<file path="config.mk">
export PLATFORM = sky130hd
export DESIGN_NAME = sync_out_cond
export DESIGN_NICKNAME = d
export VERILOG_FILES = /design/src/rtl/sync_cond_pkg.sv /design/src/rtl/sync_pix_delay.sv /design/src/rtl/sync_line_delay.sv /design/src/rtl/sync_combine.sv /design/src/rtl/sync_out_cond.sv
export SDC_FILE = /design/constraint.sdc
export NUM_CORES = 1
export LEC_CHECK = 0
export BUFFER_PORTS_ARGS = -buffer_cell sky130_fd_sc_hd__buf_2
export CORE_ASPECT_RATIO = 1.2
export CORE_MARGIN = 5
export CORE_UTILIZATION = 60
export CTS_CLUSTER_SIZE = 12
export DETAILED_ROUTE_END_ITERATION = 7
export GPL_TIMING_DRIVEN = 0
export PLACE_DENSITY = 0.77
export SYNTH_ARGS = -nofsm -noshare
export SYNTH_HDL_FRONTEND = slang
export SYNTH_SLANG_ARGS = --single-unit
export TNS_END_PERCENT = 1
</file>
<file path="constraint.sdc">
create_clock -name clk -period 22.1 [get_ports clk]
set_clock_uncertainty 0.15 [all_clocks]
set_input_delay 1.105 -clock clk [delete_from_list [all_inputs] [get_ports clk]]
set_output_delay 1.105 -clock clk [all_outputs]
set_load 0.02 [all_outputs]
</file>
<file path="src/rtl/sync_cond_pkg.sv">
package sync_cond_pkg;
  localparam int HS_DLY_W_DEF = 8;
  localparam int LN_DLY_W_DEF = 4;
  localparam int LANES        = 2;
  localparam int LANE_VS      = 0;
  localparam int LANE_FLD     = 1;

  typedef enum logic {
    VS_SRC_LOCKED = 1'b0,
    VS_SRC_RAW    = 1'b1
  } vs_src_e;
endpackage

</file>
<file path="src/rtl/sync_pix_delay.sv">
module sync_pix_delay #(
  parameter int W = 8
) (
  input  logic         clk,
  input  logic         rst_l,
  input  logic         din,
  input  logic [W-1:0] dly,
  output logic         q_nxt,
  output logic         q
);
  localparam int          DEPTH = (1 << W) - 1;
  localparam logic [W-1:0] ONE  = W'(1);

  logic [DEPTH-1:0] sr_q;
  logic [DEPTH-1:0] sr_d;
  logic             q_d;
  logic             run_q;

  always_comb begin
    sr_d = {sr_q[DEPTH-2:0], din};
    if (dly == '0) q_d = din;
    else           q_d = sr_q[dly - ONE];
  end

  always_ff @(posedge clk or negedge rst_l) begin
    if (!rst_l) begin
      sr_q  <= '0;
      q     <= 1'b0;
      run_q <= 1'b0;
    end else begin
      sr_q  <= sr_d;
      q     <= q_d;
      run_q <= 1'b1;
    end
  end

  assign q_nxt = q_d;

  // zero delay leaves exactly one register stage
  p_hs_zero_dly_r3: assert property (@(posedge clk) disable iff (!rst_l)
    (run_q && dly == '0) |=> (q == $past(din)));
endmodule

</file>
<file path="src/rtl/sync_line_delay.sv">
module sync_line_delay #(
  parameter int W = 4
) (
  input  logic         clk,
  input  logic         rst_l,
  input  logic         adv,
  input  logic         din,
  input  logic [W-1:0] dly,
  output logic         q_nxt,
  output logic         q
);
  localparam int           DEPTH = (1 << W) - 1;
  localparam logic [W-1:0] ONE   = W'(1);

  logic [DEPTH-1:0] hist_q;
  logic [DEPTH-1:0] hist_d;
  logic             hist_en;
  logic             q_d;
  logic             adv_q;
  logic             run_q;

  always_comb begin
    hist_en = adv;
    hist_d  = {hist_q[DEPTH-2:0], din};
    if (dly == '0) q_d = din;
    else           q_d = hist_q[dly - ONE];
  end

  always_ff @(posedge clk or negedge rst_l) begin
    if (!rst_l) begin
      hist_q <= '0;
      q      <= 1'b0;
      adv_q  <= 1'b0;
      run_q  <= 1'b0;
    end else begin
      if (hist_en) hist_q <= hist_d;
      q     <= q_d;
      adv_q <= adv;
      run_q <= 1'b1;
    end
  end

  assign q_nxt = q_d;

  // a nonzero line delay output moves only after a line boundary
  p_line_hold_r8: assert property (@(posedge clk) disable iff (!rst_l)
    (run_q && !adv && !adv_q && dly != '0 && $stable(dly)) |=> $stable(q));
endmodule

</file>
<file path="src/rtl/sync_combine.sv">
module sync_combine (
  input  logic clk,
  input  logic rst_l,
  input  logic hs_nxt,
  input  logic vs_nxt,
  input  logic hblank,
  input  logic vblank,
  input  logic csync_inv,
  input  logic de_inv,
  output logic csync_out,
  output logic de_out
);
  logic csync_d, csync_q;
  logic de_d, de_q;
  logic run_q;

  always_comb begin
    csync_d = hs_nxt ^ vs_nxt;
    de_d    = ~(hblank | vblank);
  end

  always_ff @(posedge clk or negedge rst_l) begin
    if (!rst_l) begin
      csync_q <= 1'b0;
      de_q    <= 1'b0;
      run_q   <= 1'b0;
    end else begin
      csync_q <= csync_d;
      de_q    <= de_d;
      run_q   <= 1'b1;
    end
  end

  assign csync_out = csync_q ^ csync_inv;
  assign de_out    = de_q ^ de_inv;

  // data-enable tracks blanking one clock later
  p_de_blank_r2: assert property (@(posedge clk) disable iff (!rst_l)
    run_q |=> ((de_out ^ de_inv) == !($past(hblank) || $past(vblank))));
endmodule

</file>
<file path="src/rtl/sync_out_cond.sv">
module sync_out_cond
  import sync_cond_pkg::*;
#(
  parameter int HS_DLY_W = HS_DLY_W_DEF,
  parameter int LN_DLY_W = LN_DLY_W_DEF
) (
  input  logic                clk,
  input  logic                rst_n,
  input  logic                hs_in,
  input  logic                vs_in,
  input  logic                fld_in,
  input  logic                hblank_in,
  input  logic                vblank_in,
  input  logic                vs_raw_in,
  input  logic                cfg_csync_inv,
  input  logic                cfg_de_inv,
  input  logic                cfg_vs_raw,
  input  logic [HS_DLY_W-1:0] cfg_hs_dly,
  input  logic [LN_DLY_W-1:0] cfg_vs_dly,
  input  logic [LN_DLY_W-1:0] cfg_fld_dly,
  output logic                hs_out,
  output logic                vs_fld_out,
  output logic                fld_out,
  output logic                csync_out,
  output logic                de_out
);
  logic [1:0] rst_sync_q;
  logic       rst_l;

  always_ff @(posedge clk or negedge rst_n) begin
    if (!rst_n) rst_sync_q <= 2'b00;
    else        rst_sync_q <= {rst_sync_q[0], 1'b1};
  end
  assign rst_l = rst_sync_q[1];

  logic hs_prev_q;
  logic line_adv;

  always_ff @(posedge clk or negedge rst_l) begin
    if (!rst_l) hs_prev_q <= 1'b0;
    else        hs_prev_q <= hs_in;
  end
  assign line_adv = hs_in & ~hs_prev_q;

  logic hs_nxt, hs_q;

  sync_pix_delay #(.W(HS_DLY_W)) u_hs_dly (
    .clk   (clk),
    .rst_l (rst_l),
    .din   (hs_in),
    .dly   (cfg_hs_dly),
    .q_nxt (hs_nxt),
    .q     (hs_q)
  );

  logic [LANES-1:0]               ln_din;
  logic [LANES-1:0][LN_DLY_W-1:0] ln_dly;
  logic [LANES-1:0]               ln_nxt;
  logic [LANES-1:0]               ln_q;

  always_comb begin
    ln_din[LANE_VS]  = vs_in;
    ln_din[LANE_FLD] = fld_in;
    ln_dly[LANE_VS]  = cfg_vs_dly;
    ln_dly[LANE_FLD] = cfg_fld_dly;
  end

  for (genvar g = 0; g < LANES; g++) begin : g_lane
    sync_line_delay #(.W(LN_DLY_W)) u_ln (
      .clk   (clk),
      .rst_l (rst_l),
      .adv   (line_adv),
      .din   (ln_din[g]),
      .dly   (ln_dly[g]),
      .q_nxt (ln_nxt[g]),
      .q     (ln_q[g])
    );
  end

  sync_combine u_comb (
    .clk       (clk),
    .rst_l     (rst_l),
    .hs_nxt    (hs_nxt),
    .vs_nxt    (ln_nxt[LANE_VS]),
    .hblank    (hblank_in),
    .vblank    (vblank_in),
    .csync_inv (cfg_csync_inv),
    .de_inv    (cfg_de_inv),
    .csync_out (csync_out),
    .de_out    (de_out)
  );

  vs_src_e vs_src;
  assign vs_src = vs_src_e'(cfg_vs_raw);

  always_comb begin
    if (vs_src == VS_SRC_RAW) vs_fld_out = vs_raw_in;
    else                      vs_fld_out = ln_q[LANE_VS];
  end

  assign hs_out  = hs_q;
  assign fld_out = ln_q[LANE_FLD];

  // composite sync stays aligned with the two outputs it combines
  p_csync_xor_r1: assert property (@(posedge clk) disable iff (!rst_l)
    ((csync_out ^ cfg_csync_inv) == (hs_out ^ ln_q[LANE_VS])));

  // registered outputs idle while internal reset is held
  p_reset_idle_r7: assert property (@(posedge clk)
    !rst_l |-> (!hs_out && !fld_out && !ln_q[LANE_VS]
                && (csync_out == cfg_csync_inv) && (de_out == cfg_de_inv)));
endmodule

</file>
==> Word-level counts from Yosys, hierarchy flattened <==
Cells that the tools add are included.
{ "totals": {"input_bits": 27, "ram_bits": 0, "romBits": 0, "register_bits": 293, "latchBits": 0, "word_cells": 36, "output_inout_bits": 5, "mem_count": 0} }
{ "op_classes": {"shift": 0, "eq_ne": 0, "mul": 0, "n_reduce_logical": 3, "mux": 10, "n_div": 0, "magnitude_cmp": 3, "bitwise": 7, "add_sub_neg": 3} }
{ "ops": {"columns": ["cell", "count"], "rows": [
  ["4-bit by 5-bit less-than comparator with 1-bit output, second input constant", 2],
  ["8-bit by 9-bit less-than comparator with 1-bit output, second input constant", 1],
  ["1-bit binary-select mux with 4-bit select", 2],
  ["1-bit binary-select mux with 8-bit select", 1],
  ["4-bit logical NOT", 2],
  ["8-bit logical NOT", 1],
  ["4-bit by 1-bit subtractor with 4-bit output, second input constant", 2],
  ["8-bit by 1-bit subtractor with 8-bit output, second input constant", 1],
  ["1-bit two-way mux", 7],
  ["1-bit bitwise XOR", 3],
  ["1-bit inverter", 2],
  ["1-bit bitwise AND", 1],
  ["1-bit OR", 1]
]} }

==> Depth between registers and ports, before layout <==
Gate-level depths: netlist of run 1.
{ "depth": {"word_depth": 5, "mapped_depth": 17, "mapped_depth_nobuf": 10} }

==> Hierarchy <==
A second synthesis of run 1 with hierarchy kept.
{ "hier_totals": {"hier_cells": 580, "hier_area_um2": 10655.2} }
{ "by_module_without_submodules": {"columns": ["mod", "seq_area_each_um2", "instances", "area_per_inst_um2", "cells_each"], "rows": [
  ["sync_pix_delay", 6406.1, 1, 8866.0, 456],
  ["sync_line_delay", 400.4, 2, 804.5, 56],
  ["sync_out_cond", 75.1, 1, 100.1, 6],
  ["sync_combine", 50.0, 1, 80.1, 6]
]} }

==> Worst setup path before layout of run 1 <==
No wires, ideal clock.
{ "synth_timing": {"path_kind": "in2reg", "start": "input cfg_hs_dly[0]", "end": "register u_comb.csync_q", "path_buffers": 5, "path_slack_ps": 17689, "cell_stages": 15, "arrival_ps": 4134, "t_required_ps": 21823, "setup_ps": 127, "path_cell_list": "buf_2 buf_2 inv_1 buf_2 ha_1 buf_4 xor2_1 buf_4 mux4_2 mux2i_1 o21ai_0 o41ai_1 a311o_2 a31oi_4 xor2_1"} }
{ "synth_between": {"elab_chain_cells": 5, "elab_cells_between_ends": 6, "cone_classes": "add/sub: 1; mux: 3; bitwise: 1; reduce/logical: 1"} }
{ "synth_lines": {"columns": ["element", "line", "text"], "rows": [
  ["from (decl)", "sync_out_cond.sv:18", "input logic [HS_DLY_W-1:0] cfg_hs_dly,"],
  ["8-bit by 1-bit subtractor with 8-bit output", "sync_pix_delay.sv:22", "else q_d = sr_q[dly - ONE];"],
  ["1-bit binary-select mux with 8-bit select", "sync_pix_delay.sv:22", null],
  ["1-bit two-way mux (implied by the code)", "sync_pix_delay.sv:22", null],
  ["1-bit two-way mux *", "sync_pix_delay.sv:21", "if (dly == '0) q_d = din;"],
  ["named net hs_nxt", "sync_out_cond.sv:45", "logic hs_nxt, hs_q;"],
  ["1-bit bitwise XOR *", "sync_combine.sv:18", "csync_d = hs_nxt ^ vs_nxt;"],
  ["named net u_comb.csync_d", "sync_combine.sv:13", "logic csync_d, csync_q;"],
  ["to (signal assigned)", "sync_combine.sv:28", "csync_q <= csync_d;"],
  ["to (decl)", "sync_combine.sv:13", null]
]} }
Mark *: on every way through the listed nets, which the timed path passes. The rest lies on a longest branch. The select of a mux whose other input is x is not followed.
A chain may end at the register's enable or synchronous reset.

==> Worst setup path after layout of run 1 <==
Same ends and word-level chain as after synthesis.

==> impl_summary.md, run 1 <==
Layout
The layout overhead on the synthesized area is 12.5%. The antenna diode count is 0. The finished layout holds 882 standard cells, fillers aside. The layout cell share with drive strength beyond 1 is 29.6%. For this run, the post-layout net count is 689.

GRT
The global-route total usage across every layer is 21.7%. After global routing the overflow that remains totals 0. The largest net degree at the start of global routing is 80. The wire length of the first global-routing pass is 34.0 mm.

The via count of the first global-routing pass is 6205. The initial antenna violation count came to 0.

Die
The total area inside the core boundary comes to 0.0174 mm2. The die is 155 um tall. The die is 131 um wide.

The die covers 0.0203 mm2. The starting density of the core is 60.6%. 32 I/O pins were placed. Row generation in the floorplan step produced 53 rows.

Route
The total iterations of the first detailed-routing run is 4. The via total after detailed routing is 5384. The detailed-route DRC error count is 0. The detailed-route vias per instance is 6.10.

The final wirelength is 20.4 mm. Dividing the detail-routed wire length by the instance count gives 23.1 um. The antenna violation net count after detailed routing is 0. The violation count after the first detailed-route iteration is 518.

Synth
Of the total synthesized cell area, the portion taken by XOR and XNOR cells is 1.34%. The cell area that synthesis handed to floorplanning was 0.0105 mm2. The post-synthesis instance total is 595. The number of synthesis warnings is 0. The count of flip-flops with a built-in enable after synthesis is 0. In this run, synthesis produced a sequential element count of 292. In the synthesized netlist the async set-or-reset flop fraction comes to 100%.

The number of nets handed over by synthesis was 628. In this run the mean area of a mapped cell was 17.7 um2. Summing the sequential cell areas from Yosys gives 69.5% of the chip area.

The main combinational cell family by area after synthesis is multiplexers. Among all flip-flop cells after synthesis, the most frequent one is sky130_fd_sc_hd__dfrtp_1. The portion of synthesized area spent on multiplexers is 20.0%. The adder-cell area share of the yosys netlist is 0.714%. The post-synthesis compound-gate area fraction is 2.39%. The post-synthesis share of cell area spent on and, or, nand and nor gates is 4.39%.

The synthesized netlist contains 51 unique library cells.

Timing
The number of endpoints with negative hold slack in the final report is 0. Setup repair after global routing left no endpoint under its margin. The number of setup violations in the final report is 0.

Based on the critical path, the design can be clocked at up to 195 MHz. In this run the tightest slew margin relative to its limit is 11.1%. The worst path in the final design needs a cycle of 5.13 ns, including I/O delays and setup.

The period utilization is 23.2%. The setup TNS after final layout is 0 ns. The final worst setup slack is 16.97 ns.

On the final layout, the worst hold slack is 0.136 ns. The number of max-slew violations in the final report was 0. For the pin with the worst max-slew slack, the measured transition is 1.32 ns.

Status
The run finished with clean final reports.

Clock tree
The number of sinks handled by clock tree synthesis is 292. TritonCTS built the clock tree. After clock tree synthesis, the clock-pin slew on the worst setup and hold paths is 0.06 ns.

The CTS root buffer is sky130_fd_sc_hd__clkbuf_16. The hold-fix buffer count after cts is 0. The post-cts repair resize count is 0. The buffers inserted during post-CTS setup optimization is 0. The clock insertion delay at the later pin of the skew report is 0.53 ns.

In this run, CTS created clock tree buffers numbering 29. The clock passes through at most 3 buffers. CTS built an H-tree with a depth of 1.

Hold path
The path class of the tightest hold or removal check is reg2async.

Pwr
The switching share of power is 23.2%. The power share of the combinational group is 10.1%. The clock network fraction of total power is 37.8%.

For this design the ratio of total power to cell area is 95.6 mW/mm2. The leakage dissipation is 5.54 nW. The power share of the sequential group is 52.1%. The analysis attributes to net switching a power of 0.262 mW.

Across the VDD grid, the largest voltage drop is 0.0664 mV. The internal portion of the total power is 0.869 mW.

Placed design
The cell total after placement is 845. The sum of net half-perimeters after detailed placement is 13.6 mm. The routability congestion estimate from global placement is 0.896. In this run the tool buffered the top-level ports with 26 buffer cells. Prior to clock tree synthesis, the placed netlist has a worst setup slack of 16.58 ns.

Job
The reported max-cap violation count is 0.

Setup path
Data arrives at the worst endpoint at 5.43 ns. The maximum fanout encountered on the critical timing path is 11. The kind of end point of the critical path is a flip-flop. STA classifies the critical path startpoint as a primary input. The kind of critical path is in2reg.

The data required time of the critical path is 22.40 ns.
## logic make-up after synthesis
kind of cell             count (synthesis)
flip-flops                             292
multiplexers                           118
AND/OR/NAND/NOR                         96
buffers and inverters                   36
AO/OA/AOI/OAI                           32
XOR/XNOR                                14
adder cells (fa/ha/maj)                  6
other                                    1
## sequential cells by signal (all words and copies together) (netlist names)
| register | flops |
|---|---|
| u_hs_dly.sr_q | 255 |
| g_lane.u_ln.hist_q | 30 |
| g_lane.u_ln.q | 2 |
| rst_sync_q | 2 |
| u_comb.csync_q | 1 |
| u_comb.de_q | 1 |
| u_hs_dly.q | 1 |
## cell usage in the layout (no fill, tap or decap), drive strengths merged, types with 3 or more instances in the layout
cell	instances
buf	49
mux4	70
inv	9
mux2i	13
xnor2	6
nor2	21
mux2	35
dfrtp	292
xor2	8
nor3	3
nand3	14
a32oi	3
nand2	38
o21ai	6
clkbuf	44
a21oi	4
ha	6
nor3b	5
## synth_stat cells (3+ instances only)
cell type	n	area, um2
sky130_fd_sc_hd__dfrtp_1	292	7310
sky130_fd_sc_hd__mux4_2	70	1580
sky130_fd_sc_hd__nand2_1	38	143
sky130_fd_sc_hd__mux2_2	35	394
sky130_fd_sc_hd__nor2_1	21	78.8
sky130_fd_sc_hd__nand3_1	14	70.1
sky130_fd_sc_hd__mux2i_1	13	130
sky130_fd_sc_hd__buf_2	11	55.1
sky130_fd_sc_hd__clkbuf_1	9	33.8
sky130_fd_sc_hd__inv_1	8	30.0
sky130_fd_sc_hd__xor2_1	8	70.1
sky130_fd_sc_hd__ha_1	6	75.1
sky130_fd_sc_hd__o21ai_0	6	30.0
sky130_fd_sc_hd__nor3b_1	5	37.5
sky130_fd_sc_hd__xnor2_1	5	43.8
sky130_fd_sc_hd__a21oi_1	4	20.0
sky130_fd_sc_hd__a32oi_1	3	26.3
sky130_fd_sc_hd__buf_1	3	11.3
sky130_fd_sc_hd__buf_6	3	33.8
sky130_fd_sc_hd__nor3_1	3	15.0
## metrics by stage
step / utilization (%) / power (mW) / area (um2)
floorplan: - / 0.677 / 10500
global placement: 62.9 / 0.703 / 10900
detailed placement: 63.5 / 0.713 / 11000
CTS: 68.1 / 1.14 / 11800
global route: 68.1 / 1.18 / 11800
finish: 68.1 / 1.13 / 11800
## per-layer routing
layer / share of wire (%) / wire [um] / global-route usage (%)
met1: 40 / 8100 / 30.0
met2: 51 / 10500 / 35.4
met4: 3.3 / 677 / 7.69
met3: 5.6 / 1140 / 3.67
met5: 0 / 0 / 0
## path summary, 6_finish.rpt
kind                       depth (start not counted)  slack, ns                         start                            to
setup / recovery                                  14      16.97                 cfg_hs_dly[0]      u_comb.csync_q$_DFF_PN0_
hold / removal                                     0       0.14       rst_sync_q[1]$_DFF_PN0_   u_hs_dly.sr_q[90]$_DFF_PN0_
setup reg to reg                                   7      19.70  u_hs_dly.sr_q[236]$_DFF_PN0_      u_comb.csync_q$_DFF_PN0_
hold reg to reg                                    0       0.14       rst_sync_q[1]$_DFF_PN0_   u_hs_dly.sr_q[90]$_DFF_PN0_
max in group asynchronous                          3      20.36       rst_sync_q[1]$_DFF_PN0_  u_hs_dly.sr_q[147]$_DFF_PN0_
min in group clk                                   0       0.20       rst_sync_q[0]$_DFF_PN0_       rst_sync_q[1]$_DFF_PN0_
## critical path, stage by stage
cell                       delay (ns)
sky130_fd_sc_hd__buf_2           0.23
sky130_fd_sc_hd__buf_2           0.40
sky130_fd_sc_hd__inv_1           0.14
sky130_fd_sc_hd__buf_2           0.26
sky130_fd_sc_hd__ha_1            0.25
sky130_fd_sc_hd__buf_4           0.16
sky130_fd_sc_hd__xnor2_1         1.03
sky130_fd_sc_hd__clkbuf_1        0.57
sky130_fd_sc_hd__nand2_1         0.12
sky130_fd_sc_hd__nand3_1         0.12
sky130_fd_sc_hd__nand4_1         0.14
sky130_fd_sc_hd__a311o_2         0.45
sky130_fd_sc_hd__a31oi_4         0.27
sky130_fd_sc_hd__xor2_1          0.16
## power by group through the flow
| stage | Clock [mW] | Combinational [mW] | Sequential [mW] |
|---|---|---|---|
| final | 0.428 | 0.115 | 0.589 |
| after detailed placement | 0 | 0.115 | 0.598 |
| after CTS | 0.437 | 0.116 | 0.589 |
| after global routing | 0.460 | 0.126 | 0.593 |
| after global placement | 0 | 0.100 | 0.603 |
| after floorplan | 0 | 0.0792 | 0.598 |
## cell type report
class	count	area, um2
fill	1087	5540
inverter	8	30.0
timing repair buffer	30	240
tap	220	275
clock inverter	2	13.8
clock buffer	35	778
sequential	292	7310
multi-input combinational	267	3030
buffer	28	149
No activity file was read; power rests on OpenSTA's default activity.
==> inputs of run 2 (changes only) <==
==> constraint.sdc (replaced) <==
create_clock -name clk -period 5.18 [get_ports clk]
set_clock_uncertainty 0.15 [all_clocks]
set_input_delay 0.259 -clock clk [delete_from_list [all_inputs] [get_ports clk]]
set_output_delay 0.259 -clock clk [all_outputs]
set_load 0.02 [all_outputs]
==> run 2 against run 1 <==
Die area stayed put. Critical path depth is 1 higher. Via count is 0.13% higher. Worst hold slack worse by 0.092 ns. Sequential power grew to 4.3 times the previous value. Sequential share of layout area is 0.91 points lower. Largest power group unchanged.
==> impl_summary.md, run 2 (synthesis results as in run 1) <==
Hold path
In this run the worst hold path is classified as in2reg.

Setup path
Along the worst path, the maximum fanout reaches 11. The kind of start point of the critical path is a primary input. For this design, the slowest cell found on the critical path is sky130_fd_sc_hd__xnor2_1. Broken down by cell family, the worst path's largest delay share belongs to buffers and inverters. The data required time of the critical path is 5.48 ns.

The critical path's largest stage delay is 0.65 ns. The kind of critical path is in2reg. Data on the critical path arrives at its endpoint at 4.32 ns. Among the stages of the critical path, the cell type that occurs most often is sky130_fd_sc_hd__buf_2.

The kind of end point of the critical path is a flip-flop. The signal on the critical path passes through buf_2, buf_2, inv_1, buf_2, ha_1, buf_4, xnor2_1, buf_6, clkbuf_1, nand2_1, nand3_1, nand4_1, a311o_2, a31oi_4, xor2_1. The count of buffer and inverter cells on the critical path is 7.

Layout
In the final design database the tool counted 701 nets. In the layout the commonest cells are sky130_fd_sc_hd__dfrtp_1, sky130_fd_sc_hd__mux4_2, sky130_fd_sc_hd__nand2_1, sky130_fd_sc_hd__buf_2, sky130_fd_sc_hd__mux2_2. The area taken by multi-input logic gates is 0.00303 mm2. Leaving out fill and tap cells, the most frequent cell in the layout is sky130_fd_sc_hd__dfrtp_1. The layout overhead on the synthesized area is 14.1%.

The largest registers in the layout are u_hs_dly.sr_q: 255 flops, g_lane.u_ln.hist_q: 30 flops. The register with the most flip-flops in the layout has 255 of them. The antenna diode count is 0.

The sequential cell area in the final layout is 0.00731 mm2. The register with the most flip-flops in the final layout is u_hs_dly.sr_q. The post-route netlist has 29.2% of its cells at a drive strength greater than 1. After filler insertion, the fill cell instance count of the layout stands at 1099.

Route
The first routing iteration left 377 violations. The via total after detailed routing is 5391. After detailed routing, the total wire length is 20.4 mm. The antenna violation net count after detailed routing is 0. For this run, design rule violations remaining after detail routing come to 0. The detailed-route vias per instance is 6.00. Before antenna repair, the detailed router went through 6 iterations. The average detailed-routed wire length per instance is 22.7 um.

Timing
At the pin with the least slew margin, the transition time is 0.832 ns. Setup violations remaining at the end of the flow were counted as 0. The setup TNS after final layout is 0 ns.

Derived from the worst setup path, the maximum achievable clock frequency is 249 MHz. After layout, the minimum clock period comes to 4.02 ns. The period utilization is 77.6%. The number of endpoints with negative hold slack in the final report is 0. Setup repair after global routing left no endpoint under its margin.

The tightest slew margin relative to the limit is 44.5%. The number of max-slew violations in the final report is 0.

Die
After floorplanning, the core was divided into 53 placement rows. During I/O placement, the number of pins put on the boundary was 32. Once the floorplan was initialized, standard cells occupied 60.6% of the core. The die covers 0.0203 mm2. The die is 155 um tall. The core footprint is 0.0174 mm2.

The floorplan step set the die width to 131 um.

GRT
The initial antenna violation count is 1. The global routing stage identified its most utilized layer as met2. The met1 capacity usage during global routing is 30.2%. The met2 routing resource usage after global routing is 35.5%. The met3 global-route usage is 4.12%. The via count of the first global-routing pass was 6185. The first global-routing pass estimated 33.8 mm of wire.

For this run the aggregate overflow at the end of global routing stands at 0. The global-route total usage across every layer is 21.6%. The largest net degree at the start of global routing is 80.

Pwr
The power consumption is 4.91 mW. In this run the power density over the cells is 409 mW/mm2. The worst voltage drop across the vdd grid is 0.351 mV.

The leakage dissipation is 5.62 nW.

Clock tree
The clock net in this run drives a total of 292 sinks. The post-cts repair resize count is 0. CTS built an H-tree with a depth of 1.

CTS placed an instance of sky130_fd_sc_hd__clkbuf_16 at the clock tree root. The CTS tree is done. The maximum buffer depth of the clock tree is 3. The number of buffers created by CTS is 29. The clock-pin slew on the worst setup and hold paths is 0.06 ns. The clock insertion delay at the later pin of the skew report is 0.53 ns.

Placed design
Detailed placement ended at an HPWL of 13.4 mm. Buffers placed on the I/O ports in this run total 26. The routability congestion estimate from global placement is 0.827.

Status
The run finished with clean final reports.

Job
Across the run, the number of max-cap violations was 0.
## run 2: final timing paths
check	slack, ns	cells past startpoint	end	start
hold reg to reg	0.10	0	u_hs_dly.sr_q[49]$_DFF_PN0_	rst_sync_q[1]$_DFF_PN0_
min in group asynchronous	0.10	0	u_hs_dly.sr_q[49]$_DFF_PN0_	rst_sync_q[1]$_DFF_PN0_
hold / removal	0.04	3	u_hs_dly.q$_DFF_PN0_	cfg_hs_dly[6]
setup / recovery	1.16	15	u_comb.csync_q$_DFF_PN0_	cfg_hs_dly[0]
setup reg to reg	2.86	7	u_comb.csync_q$_DFF_PN0_	u_hs_dly.sr_q[237]$_DFF_PN0_
max in group asynchronous	3.73	2	u_hs_dly.sr_q[128]$_DFF_PN0_	rst_sync_q[1]$_DFF_PN0_
## run 2: per-layer routing
layer / vias to the layer above / wire, um
li1: 2299 / -
met1: 2910 / 8360
met2: 144 / 10400
met3: 38 / 1100
met4: 0 / 459
met5: - / 0
## run 2: power by group
group          switching, mW  internal, mW
Clock                  0.783          1.12
Combinational          0.241         0.256
Sequential            0.0886          2.42
Total                   1.11          3.80
## run 2: timing repair
item                                   4_1_cts  5_1_grt
hold buffers                                11        0
endpoints found under the hold margin        9        0
buffers inserted                             0        0
## run 2: cell type report
| type | count | area share (%) |
|---|---|---|
| Tap cell | 220 | 2.29 |
| Inverter | 8 | 0.250 |
| Multi-Input combinational cell | 267 | 25.3 |
| Clock buffer | 40 | 6.80 |
| Sequential cell | 292 | 60.9 |
| Buffer | 28 | 1.24 |
| Timing Repair Buffer | 42 | 3.01 |
| Clock inverter | 1 | 0.250 |
## run 2: worst reg2reg max path, delay by kind of cell, from the launching register on
| kind | cells | cell delay, ns |
|---|---|---|
| AOI/OAI and AO/OA | 4 | 0.82 |
| DFF | 1 | 0.39 |
| xor gates and xnor gates | 1 | 0.15 |
| muxes | 2 | 0.69 |
## run 2: metrics by stage
stage | area (um2) | hold slack, ns | cells | setup WS (ns) | utilization (%)
6_report | 12000 | 0.0438 | 898 | 1.16 | 69.1
5_1_grt | 12000 | 0.0485 | 898 | 0.935 | 69.1
4_1_cts | 12000 | 0.0330 | 897 | 0.895 | 69.0
3_5_place_dp | 11000 | -0.101 | 845 | 0.393 | 63.5
3_3_place_gp | 10900 | -0.103 | 841 | -0.760 | 62.9
2_1_floorplan | 10500 | -0.187 | 595 | 0.248 | -
==> inputs of run 3 (changes only) <==
--- a/config.mk
+++ b/config.mk
@@ -8,11 +8,11 @@
 export BUFFER_PORTS_ARGS = -buffer_cell sky130_fd_sc_hd__buf_2
 export CORE_ASPECT_RATIO = 1.2
 export CORE_MARGIN = 5
-export CORE_UTILIZATION = 60
+export CORE_UTILIZATION = 55
 export CTS_CLUSTER_SIZE = 12
 export DETAILED_ROUTE_END_ITERATION = 7
 export GPL_TIMING_DRIVEN = 0
-export PLACE_DENSITY = 0.77
+export PLACE_DENSITY = 0.75
 export SYNTH_ARGS = -nofsm -noshare
 export SYNTH_HDL_FRONTEND = slang
 export SYNTH_SLANG_ARGS = --single-unit
==> constraint.sdc (replaced) <==
create_clock -name clk -period 3.2 [get_ports clk]
set_clock_uncertainty 0.15 [all_clocks]
set_input_delay 0.16 -clock clk [delete_from_list [all_inputs] [get_ports clk]]
set_output_delay 0.16 -clock clk [all_outputs]
set_load 0.02 [all_outputs]
==> run 3 against run 2 <==
Global-route usage down 1.7 points. Combinational power up 66%. Design area up 1.4%. Critical path type unchanged. Critical endpoint unchanged. Via count is 0.17% lower.
==> impl_summary.md, run 3 (synthesis results as in run 1) <==
Timing
The number of endpoints with negative hold slack in the final report is 0. Of the available clock period, the critical path in the final layout requires 95.2%. Setup repair after global routing left no endpoint under its margin. In the final timing run, aggregate negative setup slack is 0 ns.

Setup violations remaining at the end of the flow were counted as 0. The smallest clock period supported by the final layout is computed as 3.05 ns. The number of max-slew violations in the final report was 0. The highest clock rate is 328 MHz.

The tightest slew margin relative to the limit is 51.5%. At the pin with the least slew margin, the transition time is 0.718 ns.

Setup path
The cell that appears most often on the critical path is sky130_fd_sc_hd__buf_4. The worst setup path is captured at a flip-flop. Among all stages on the critical path, the largest delay is contributed by sky130_fd_sc_hd__a311o_2. The critical path's largest stage delay is 0.46 ns. The worst setup path is launched from a primary input. The data arrival time of the worst path is 3.35 ns. Traced cell by cell, the critical path runs through buf_4, buf_12, inv_1, buf_4, ha_1, buf_4, xor2_4, buf_6, buf_4, mux4_2, mux2i_1, a2bb2oi_1, nand4_1, a311o_2, a31oi_4, xor2_1. The maximum fanout encountered on the critical timing path is 11. The critical path is of the in2reg type. The data required time of the critical path is 3.50 ns.

Placed design
Counting tap cells, the placed design contains a total of 881 instances. The routability congestion estimate from global placement is 0.858. The quantity of I/O buffers inserted on ports is 26.

Summed over all nets, the half-perimeter wirelength after detailed placement is 13.5 mm. The placed instances occupy a cell area of 0.0111 mm2.

Layout
The largest registers in the layout are u_hs_dly.sr_q: 255 flops, g_lane.u_ln.hist_q: 30 flops. The filler cell count is 1299. In the final layout, the share of cells above drive strength 1 is 31.1%. The register with the most flip-flops is u_hs_dly.sr_q. In the layout the commonest cells are sky130_fd_sc_hd__dfrtp_1, sky130_fd_sc_hd__mux4_2, sky130_fd_sc_hd__nand2_1, sky130_fd_sc_hd__mux2_2, sky130_fd_sc_hd__buf_2. The layout overhead on the synthesized area is 15.7%. The number of standard cells in the final layout excluding fillers is 938. Leaving out fill and tap cells, the most frequent cell in the layout is sky130_fd_sc_hd__dfrtp_1. The number of flip-flops under the largest register name is 255. 0 antenna diodes ended up in the layout. For this run, the post-layout net count is 706. Summing all non-filler instances in the final layout gives an area of 0.0122 mm2.

GRT
The global-route total usage across every layer is 19.9%. The wire length of the first global-routing pass is 34.1 mm. Global routing finished with a remaining overflow of 0. Entering global routing, the biggest net connects 74 pins. The initial antenna violation count is 0. The via count of the first global-routing pass is 6265.

Die
After floorplanning, the core was divided into 55 placement rows. In this run the horizontal extent of the chip is 136 um. The area enclosed by the die boundary is 0.0220 mm2. During I/O placement, the number of pins put on the boundary was 32.

For this configuration, the core starts out at a cell density of 55.8%. The core footprint is 0.0189 mm2. The floorplan step set the die height to 162 um.

Clock tree
The tree is rooted in a sky130_fd_sc_hd__clkbuf_16. Clock-pin slew was measured on the worst setup and hold paths at 0.06 ns. The CTS H-tree depth is 1. The number of buffers created by CTS is 29. For the worst-skew pair, the clock arrives at the later sink with an insertion delay of 0.52 ns. For this design, the sink count on the clock tree is 292.

The CTS tree is done. The maximum buffer depth of the clock tree is 3.

Route
The first detailed-routing pass ran for 4 iterations. The average detailed-routed wire length per instance is 22.0 um. The detailed-route vias per instance is 5.74. The detailed-route DRC error count is 0. In this run the remaining antenna-violating nets after routing total 0.

The violation count after the first detailed-route iteration is 415. Summing over every cut layer, the via total after detailed routing is 5382. Wires add up to 20.6 mm.

Pwr
The worst-case IR drop observed on VDD is 0.407 mV. The analysis attributes to net switching a power of 1.80 mW. The power share of the combinational group is 10.4%. The clock network fraction of total power is 38.1%. In this run the power density over the cells is 649 mW/mm2. The analysis attributes to cell leakage a power of 5.68 nW. The switching share of power is 22.8%. The total internal power is 6.09 mW. The share of total power dissipated in sequential elements is 51.5%.

Status
The flow ran to the end, and the final reports show no timing, DRC or antenna violations.

Job
The reported max-cap violation count is 0.

Hold path
The path class of the lowest-slack min-delay path is in2reg.
==> run 3: cell count changes in the layout (fill, tap and decap cells not counted), sizes merged <==
cell / previous run / this run
buf: 50 / 55
clkbuf: 49 / 44
clkinv: 0 / 2
dlygate4sd3: 11 / 13
==> run 3: cell type report <==
class	instances	area [um2]	share of cell area, %
Sequential cell	292	7310	60.1
Multi-Input combinational cell	267	3110	25.5
Clock buffer	37	776	6.37
Timing Repair Buffer	48	408	3.35
Tap cell	256	320	2.63
Buffer	27	180	1.48
Clock inverter	3	40.0	0.329
Inverter	8	30.0	0.247
==> run 3: timing repair <==
item                                    4_1_cts  5_1_grt
pin swaps                                     0        1
endpoints found under the setup margin        2        2
hold endpoints to repair                     10        0
setup buffers                                 2        3
hold buffers                                 13        0
gates resized for setup                      16       10
==> run 3: routing by layer <==
layer	part of all wire [%]	global-route usage, %
met1	39	27.1
met2	53	33.2
met3	5.4	3.77
met4	1.8	5.68
met5	0	0
==> run 3: worst paths after layout <==
path / start / cells past startpoint / slack (ns) / end
worst max-delay path: cfg_hs_dly[0] / 16 / 0.15 / u_comb.csync_q$_DFF_PN0_
worst min-delay path: cfg_vs_dly[1] / 5 / 0.06 / g_lane[0].u_ln.q$_DFF_PN0_
worst max register to register: u_hs_dly.sr_q[248]$_DFF_PN0_ / 7 / 0.96 / u_comb.csync_q$_DFF_PN0_
worst min register to register: rst_sync_q[1]$_DFF_PN0_ / 0 / 0.20 / u_hs_dly.sr_q[92]$_DFF_PN0_
max in group asynchronous: rst_sync_q[1]$_DFF_PN0_ / 3 / 1.29 / u_hs_dly.sr_q[180]$_DFF_PN0_
min in group asynchronous: rst_sync_q[1]$_DFF_PN0_ / 0 / 0.20 / u_hs_dly.sr_q[92]$_DFF_PN0_
==> run 3: metrics by stage <==
stage | worst slack (ns) | total power, mW | hold WS [ns] | utilization, %
2_1_floorplan | -0.266 | 4.67 | -0.286 | -
3_3_place_gp | -1.47 | 4.85 | -0.205 | 58.2
3_5_place_dp | -1.48 | 4.93 | -0.201 | 58.8
4_1_cts | 0.00224 | 7.98 | 0.0507 | 64.2
5_1_grt | 0.00458 | 8.23 | 0.0780 | 64.6
6_report | 0.152 | 7.90 | 0.0650 | 64.6
==> run 3: critical path, delay by kind of cell <==
kind | cells | cell delay, ns
buffers and inverters | 7 | 1.18
xor gates and xnor gates | 2 | 0.35
AOI/OAI and AO/OA | 3 | 0.89
and+or+nand+nor | 1 | 0.15
adders and majority gates | 1 | 0.21
muxes | 2 | 0.39
==> run 3: power groups by stage <==
stage	logic, mW	registers, mW	clock network (mW)
after floorplan	0.547	4.13	0
after global placement	0.695	4.16	0
after detailed placement	0.794	4.13	0
after CTS	0.826	4.07	3.09
after global routing	0.901	4.10	3.24
final	0.825	4.06	3.01
